### src/rtl/fwft_pkg.sv
package fwft_pkg;

    typedef enum logic [0:0] {
        ST_VACANT = 1'b0,
        ST_LOADED = 1'b1
    } ostate_e;

    typedef enum logic [1:0] {
        LV_HOLD = 2'b00,
        LV_DEC  = 2'b01,
        LV_INC  = 2'b10,
        LV_BOTH = 2'b11
    } lvl_op_e;

endpackage

### src/rtl/fwft_out_ctrl.sv
module fwft_out_ctrl
    import fwft_pkg::*;
#(
    parameter int W = 18
) (
    input  logic         clk,
    input  logic         rst_n,
    input  logic         rd_en_i,
    input  logic         core_vld_i,
    input  logic [W-1:0] core_data_i,
    output logic         core_pop_o,
    output logic         rd_take_o,
    output logic         q_avail_n_o,
    output logic [W-1:0] q_data_o
);

    ostate_e st_q, st_d;

    // state register
    always_ff @(posedge clk) begin
        if (!rst_n) st_q <= ST_VACANT;
        else        st_q <= st_d;
    end

    // next state
    always_comb begin
        st_d = st_q;
        unique case (st_q)
            ST_VACANT: if (core_vld_i) st_d = ST_LOADED;                 // FETCH
            ST_LOADED: if (rd_en_i && !core_vld_i) st_d = ST_VACANT;     // DRAIN
            default:   st_d = ST_VACANT;
        endcase
    end

    // outputs
    always_comb begin
        core_pop_o = 1'b0;
        rd_take_o  = 1'b0;
        unique case (st_q)
            ST_VACANT: core_pop_o = core_vld_i;
            ST_LOADED: begin
                rd_take_o  = rd_en_i;
                core_pop_o = rd_en_i && core_vld_i;                       // REFILL
            end
            default: begin
                core_pop_o = 1'b0;
                rd_take_o  = 1'b0;
            end
        endcase
    end

    assign q_avail_n_o = (st_q != ST_LOADED);

    always_ff @(posedge clk) begin
        if (!rst_n)          q_data_o <= '0;
        else if (core_pop_o) q_data_o <= core_data_i;
    end

    p_pop_valid_r11: assert property (@(posedge clk) disable iff (!rst_n)
        core_pop_o |-> core_vld_i);

    p_fetch_r2: assert property (@(posedge clk) disable iff (!rst_n)
        (q_avail_n_o && core_vld_i) |=> !q_avail_n_o);

    p_idle_read_r4: assert property (@(posedge clk) disable iff (!rst_n)
        (q_avail_n_o && rd_en_i && !core_vld_i) |=> (q_avail_n_o && $stable(q_data_o)));

    p_drain_r5: assert property (@(posedge clk) disable iff (!rst_n)
        (!q_avail_n_o && rd_en_i && !core_vld_i) |=> q_avail_n_o);

    p_refill_r5: assert property (@(posedge clk) disable iff (!rst_n)
        (!q_avail_n_o && rd_en_i && core_vld_i) |=> (!q_avail_n_o && q_data_o == $past(core_data_i)));

endmodule

### src/rtl/fwft_level.sv
module fwft_level
    import fwft_pkg::*;
#(
    parameter int DEPTH = 512,
    parameter int CNT_W = $clog2(DEPTH + 2)
) (
    input  logic             clk,
    input  logic             rst_n,
    input  logic             wr_en_i,
    input  logic             wr_block_i,
    input  logic             rd_take_i,
    output logic [CNT_W-1:0] cnt_q_o,
    output logic [CNT_W-1:0] cnt_d_o
);

    localparam int CAP = DEPTH + 1;

    logic    wr_take;
    lvl_op_e op;

    assign wr_take = wr_en_i && !wr_block_i;
    assign op      = lvl_op_e'({wr_take, rd_take_i});

    // single place where the count moves
    always_comb begin
        cnt_d_o = cnt_q_o;
        unique case (op)
            LV_INC:  cnt_d_o = cnt_q_o + 1'b1;
            LV_DEC:  cnt_d_o = cnt_q_o - 1'b1;
            LV_HOLD: cnt_d_o = cnt_q_o;
            LV_BOTH: cnt_d_o = cnt_q_o;
            default: cnt_d_o = cnt_q_o;
        endcase
    end

    always_ff @(posedge clk) begin
        if (!rst_n) cnt_q_o <= '0;
        else        cnt_q_o <= cnt_d_o;
    end

    p_cap_r3: assert property (@(posedge clk) disable iff (!rst_n)
        cnt_q_o <= CNT_W'(CAP));

    p_full_ignore_r3: assert property (@(posedge clk) disable iff (!rst_n)
        (wr_en_i && wr_block_i && !rd_take_i) |=> $stable(cnt_q_o));

    p_simul_r6: assert property (@(posedge clk) disable iff (!rst_n)
        (wr_take && rd_take_i) |=> $stable(cnt_q_o));

    p_idle_read_r4: assert property (@(posedge clk) disable iff (!rst_n)
        (!wr_take && !rd_take_i) |=> $stable(cnt_q_o));

endmodule

### src/rtl/fwft_flags.sv
module fwft_flags #(
    parameter int DEPTH = 512,
    parameter int CNT_W = $clog2(DEPTH + 2),
    parameter int OFS_W = $clog2(DEPTH + 1)
) (
    input  logic             clk,
    input  logic             rst_n,
    input  logic [CNT_W-1:0] cnt_d_i,
    input  logic [CNT_W-1:0] cnt_q_i,
    input  logic [OFS_W-1:0] ae_ofs_i,
    input  logic [OFS_W-1:0] af_ofs_i,
    output logic             no_room_o,
    output logic             near_empty_n_o,
    output logic             half_n_o,
    output logic             near_full_n_o
);

    localparam int CAP      = DEPTH + 1;
    localparam int HALF_LVL = DEPTH / 2 + 2;
    localparam int CMP_W    = ((CNT_W > OFS_W) ? CNT_W : OFS_W) + 1;

    logic [CMP_W-1:0] cnt_w, ae_lim, af_lim;

    assign cnt_w  = CMP_W'(cnt_d_i);
    assign ae_lim = CMP_W'(ae_ofs_i) + CMP_W'(1);
    assign af_lim = CMP_W'(CAP) - CMP_W'(af_ofs_i);

    always_ff @(posedge clk) begin
        if (!rst_n) begin
            no_room_o      <= 1'b0;
            near_empty_n_o <= 1'b0;
            half_n_o       <= 1'b1;
            near_full_n_o  <= 1'b1;
        end else begin
            no_room_o      <= (cnt_w == CMP_W'(CAP));
            near_empty_n_o <= (cnt_w > ae_lim);
            half_n_o       <= (cnt_w < CMP_W'(HALF_LVL));
            near_full_n_o  <= (cnt_w < af_lim);
        end
    end

    p_room_edge_r10: assert property (@(posedge clk) disable iff (!rst_n)
        $stable(cnt_q_i) |-> $stable(no_room_o) && $stable(half_n_o));

    p_empty_low_r7: assert property (@(posedge clk) disable iff (!rst_n)
        (cnt_q_i == '0) |-> !near_empty_n_o);

    p_full_flags_r9: assert property (@(posedge clk) disable iff (!rst_n)
        no_room_o |-> !near_full_n_o);

endmodule

### src/rtl/fwft_stage.sv
module fwft_stage #(
    parameter int DEPTH = 512,
    parameter int W     = 18,
    parameter int OFS_W = $clog2(DEPTH + 1)
) (
    input  logic             clk,
    input  logic             rst_n,
    input  logic             wr_en_i,
    input  logic             rd_en_i,
    input  logic [OFS_W-1:0] ae_ofs_i,
    input  logic [OFS_W-1:0] af_ofs_i,
    input  logic             core_vld_i,
    input  logic [W-1:0]     core_data_i,
    output logic             core_pop_o,
    output logic [W-1:0]     q_data_o,
    output logic             q_avail_n_o,
    output logic             no_room_o,
    output logic             near_empty_n_o,
    output logic             half_n_o,
    output logic             near_full_n_o
);

    localparam int CNT_W = $clog2(DEPTH + 2);

    logic             rd_take;
    logic [CNT_W-1:0] cnt_q, cnt_d;

    fwft_out_ctrl #(.W(W)) u_ctrl (
        .clk         (clk),
        .rst_n       (rst_n),
        .rd_en_i     (rd_en_i),
        .core_vld_i  (core_vld_i),
        .core_data_i (core_data_i),
        .core_pop_o  (core_pop_o),
        .rd_take_o   (rd_take),
        .q_avail_n_o (q_avail_n_o),
        .q_data_o    (q_data_o)
    );

    fwft_level #(.DEPTH(DEPTH), .CNT_W(CNT_W)) u_level (
        .clk        (clk),
        .rst_n      (rst_n),
        .wr_en_i    (wr_en_i),
        .wr_block_i (no_room_o),
        .rd_take_i  (rd_take),
        .cnt_q_o    (cnt_q),
        .cnt_d_o    (cnt_d)
    );

    fwft_flags #(.DEPTH(DEPTH), .CNT_W(CNT_W), .OFS_W(OFS_W)) u_flags (
        .clk            (clk),
        .rst_n          (rst_n),
        .cnt_d_i        (cnt_d),
        .cnt_q_i        (cnt_q),
        .ae_ofs_i       (ae_ofs_i),
        .af_ofs_i       (af_ofs_i),
        .no_room_o      (no_room_o),
        .near_empty_n_o (near_empty_n_o),
        .half_n_o       (half_n_o),
        .near_full_n_o  (near_full_n_o)
    );

endmodule

### config.mk
export PLATFORM = sky130hd
export DESIGN_NAME = fwft_stage
export DESIGN_NICKNAME = d
export VERILOG_FILES = /design/src/rtl/fwft_pkg.sv /design/src/rtl/fwft_out_ctrl.sv /design/src/rtl/fwft_level.sv /design/src/rtl/fwft_flags.sv /design/src/rtl/fwft_stage.sv
export SDC_FILE = /design/constraint.sdc
export NUM_CORES = 1
export LEC_CHECK = 0
export BUFFER_PORTS_ARGS = -buffer_cell sky130_fd_sc_hd__buf_2
export CAP_MARGIN = 40
export CORE_MARGIN = 10
export CORE_UTILIZATION = 41
export CTS_BUF_LIST = sky130_fd_sc_hd__clkbuf_16
export CTS_CLUSTER_DIAMETER = 120
export DETAILED_ROUTE_END_ITERATION = 12
export GPL_TIMING_DRIVEN = 0
export SLEW_MARGIN = 20
export SYNTH_ARGS = -nofsm -noshare
export SYNTH_HDL_FRONTEND = slang
export SYNTH_SLANG_ARGS = --single-unit
### constraint.sdc
create_clock -name clk -period 8.81 [get_ports clk]
set_input_delay 0.881 -clock clk [delete_from_list [all_inputs] [get_ports clk]]
set_output_delay 0.881 -clock clk [all_outputs]
set_load 0.05 [all_outputs]
==> results.ini <==
[cells_and_area]
final_core_util_pct=52.5
final_common_cell=buf_2
num-nets-final=452
nFillCells=583
antenna_cells=0
regArea_um2=661
drive_above_1_share_pct=23.6
multi_input_area_um2=1720
final_cell_mix=buf_2, nand2_1, dfxtp_1, ha_1, a21boi_0
area_growth_pct=23.7
fin_cells=465

[route]
post-route-drc-count=0
wl_met3_um=276
wl_per_cell_um=13.7
dr_wl_met2_um=2930
wirelength_um=6360
drt_iter0_markers=91
top_layer=met4
ant_nets=0
drtPass1Iterations=4
viasPerCell=5.12
met1_length_um=3060
vias=2382

[die]
core_um2=5920
die_h_um=98.3
dieArea_um2=9660
num_rows=28
initial_core_util_pct=42.4
dieWidth_um=98.3
ioPinCount=67

[sta]
period_minus_slack_ps=4370
clock.fmax_mhz=229
holdWs_ps=458
slew_headroom_pct=69.2
drv_slew=0
rsz0062_at_grt=false
worstMarginPinSlew_ps=461
skew_ps=3.61
hold_viol_final=0
period_share_pct=49.6
setup_tns_ps=0
setup_viol=0

[synth]
syn_inst=316
syn_nets=379
async_reset_ff_share_pct=0
syn_area_per_cell_um2=7.95
yosys_warnings=0
ys_seq_area_share_pct=26.3
syn_area_um2=2510
ys.flop_type=dfxtp_1
synth.distinct_cells=60
synth_edf_count=0
synth-seq-cells=33

[power_and_ir_drop]
vdd_drop_max_mv=0.0886
power_mw=0.493
pwr_density_cell_nw_per_um2=159
cellLeakagePower_nw=1.41

[grt]
grt_pass1_vias=2279
grt_first_pass_wirelength_um=10700
track_usage_pct=13.0
antenna_found_initial=0
overflow=0
grt_max_degree=13

[min_path]
min_path_type=flip-flop to flip-flop
hp-start=u_ctrl.q_data_o[12]

[clock_network]
cts_root_buffer=clkbuf_16
clockBufferDepth=2
cts_tree=done
numCtsBuffers=5
postCtsHoldBufs=0
clock_sink_count=33
cts_setup_buffers=0
htreeDepth=2
cts_resized=0
cts.clk_slew.worst_paths_ps=60
clock_latency_ps=280

[setup_path]
startpoint=rd_en_i
start_kind=input pin
path_class=input pin to flip-flop
cp_max_fo=10
cp_data_required_time_ps=9020
critPathArrivalTime_ps=4580
r2r_start=u_ctrl.st_q
crit_path_end_kind=flip-flop

[place]
dp.cells=457
gp_congestion=0.796
port_buffers=66
hpwl_um=5100

[run]
cap_violations=0

[status]
outcome=complete, no violations

[registers in the layout, summed over array words and instances, names as in the netlist]
| signal | flops |
|---|---|
| u_flags.near_full_n_o | 1 |
| u_level.cnt_q_o | 10 |
| u_flags.half_n_o | 1 |
| u_ctrl.q_data_o | 18 |
| u_ctrl.st_q | 1 |
| u_flags.no_room_o | 1 |
| u_flags.near_empty_n_o | 1 |
[logic make-up after synthesis]
logic type      after synthesis  synth area share [%]
simple gates                129                  26.8
xor+xnor                     28                  10.1
compound gates               71                  19.7
buf+inv                      30                  5.18
fa+ha+maj                    22                  10.8
mux                           3                  1.25
flops                        33                  26.3
[stage by stage]
| stage | instance area [µm²] | setup slack (ps) |
|---|---|---|
| after floorplan | 2510 | 4780 |
| after global placement | 2940 | 4160 |
| after detailed placement | 2940 | 4160 |
| after CTS | 3110 | 4430 |
| after global routing | 3110 | 4130 |
| final | 3110 | 4440 |
[area by class of cell]
type                    instances  area share (%)
plain buffers                  14            2.26
clock inverters                 3            1.49
inverters                      16            1.93
flip-flops and latches         33            21.3
repair buffers                 66            10.6
well taps                      75            3.02
clock buffers                   5            4.03
multi-input cells             253            55.4
[metal layers]
layer | vias up | track usage (%)
met5 | - | 0
met1 | 1076 | 15.7
met4 | 0 | 4.74
met3 | 8 | 3.17
met2 | 49 | 21.6
li1 | 1249 | -
[path summary, 6_finish.rpt]
path,cells after the start,slack [ps],to
setup / recovery,19,4440,u_flags.near_empty_n_o
hold / removal,2,460,u_ctrl.q_data_o[12]
setup reg to reg,18,4830,u_flags.near_empty_n_o
hold reg to reg,2,460,u_ctrl.q_data_o[12]
[critical path, stage by stage]
cell and delay [ps]:
buf_2 100, and2_1 170, ha_1 280, buf_2 200, buf_4 180, xor2_1 160
ha_1 200, and3b_1 170, o21ai_0 270, nand2_1 170, mux2i_1 220, xor2_1 330
inv_1 130, ha_1 290, nand2_1 50, o21ai_0 220, o21ai_0 110, a211o_1 280
a31oi_1 160
[cell usage after synthesis, types with 5 or more instances]
| cell type | n | share of area [%] |
|---|---|---|
| dfxtp_1 | 33 | 26 |
| a21boi_0 | 19 | 5.7 |
| a21oi_1 | 16 | 3.2 |
| o21ai_0 | 15 | 3.0 |
| clkbuf_1 | 7 | 1.0 |
| inv_1 | 14 | 2.1 |
| xnor2_1 | 12 | 4.2 |
| buf_2 | 5 | 1.0 |
| nor2_1 | 10 | 1.5 |
| xor2_1 | 15 | 5.2 |
| nor3_1 | 5 | 1.0 |
| nand3_1 | 11 | 2.2 |
| nand2b_1 | 6 | 1.5 |
| ha_1 | 20 | 10 |
| nand2_1 | 52 | 7.8 |
| and2_1 | 8 | 2.0 |
| nor2b_1 | 7 | 1.7 |
[report_power, final]
part | leakage [nW] | total, mW | internal [mW] | switching [mW]
combinational | 1.06 | 0.127 | 0.0476 | 0.0799
sequential | 0.270 | 0.164 | 0.158 | 0.00526
clock | 0.0800 | 0.202 | 0.134 | 0.0687
(Power assumes the default switching activity.)
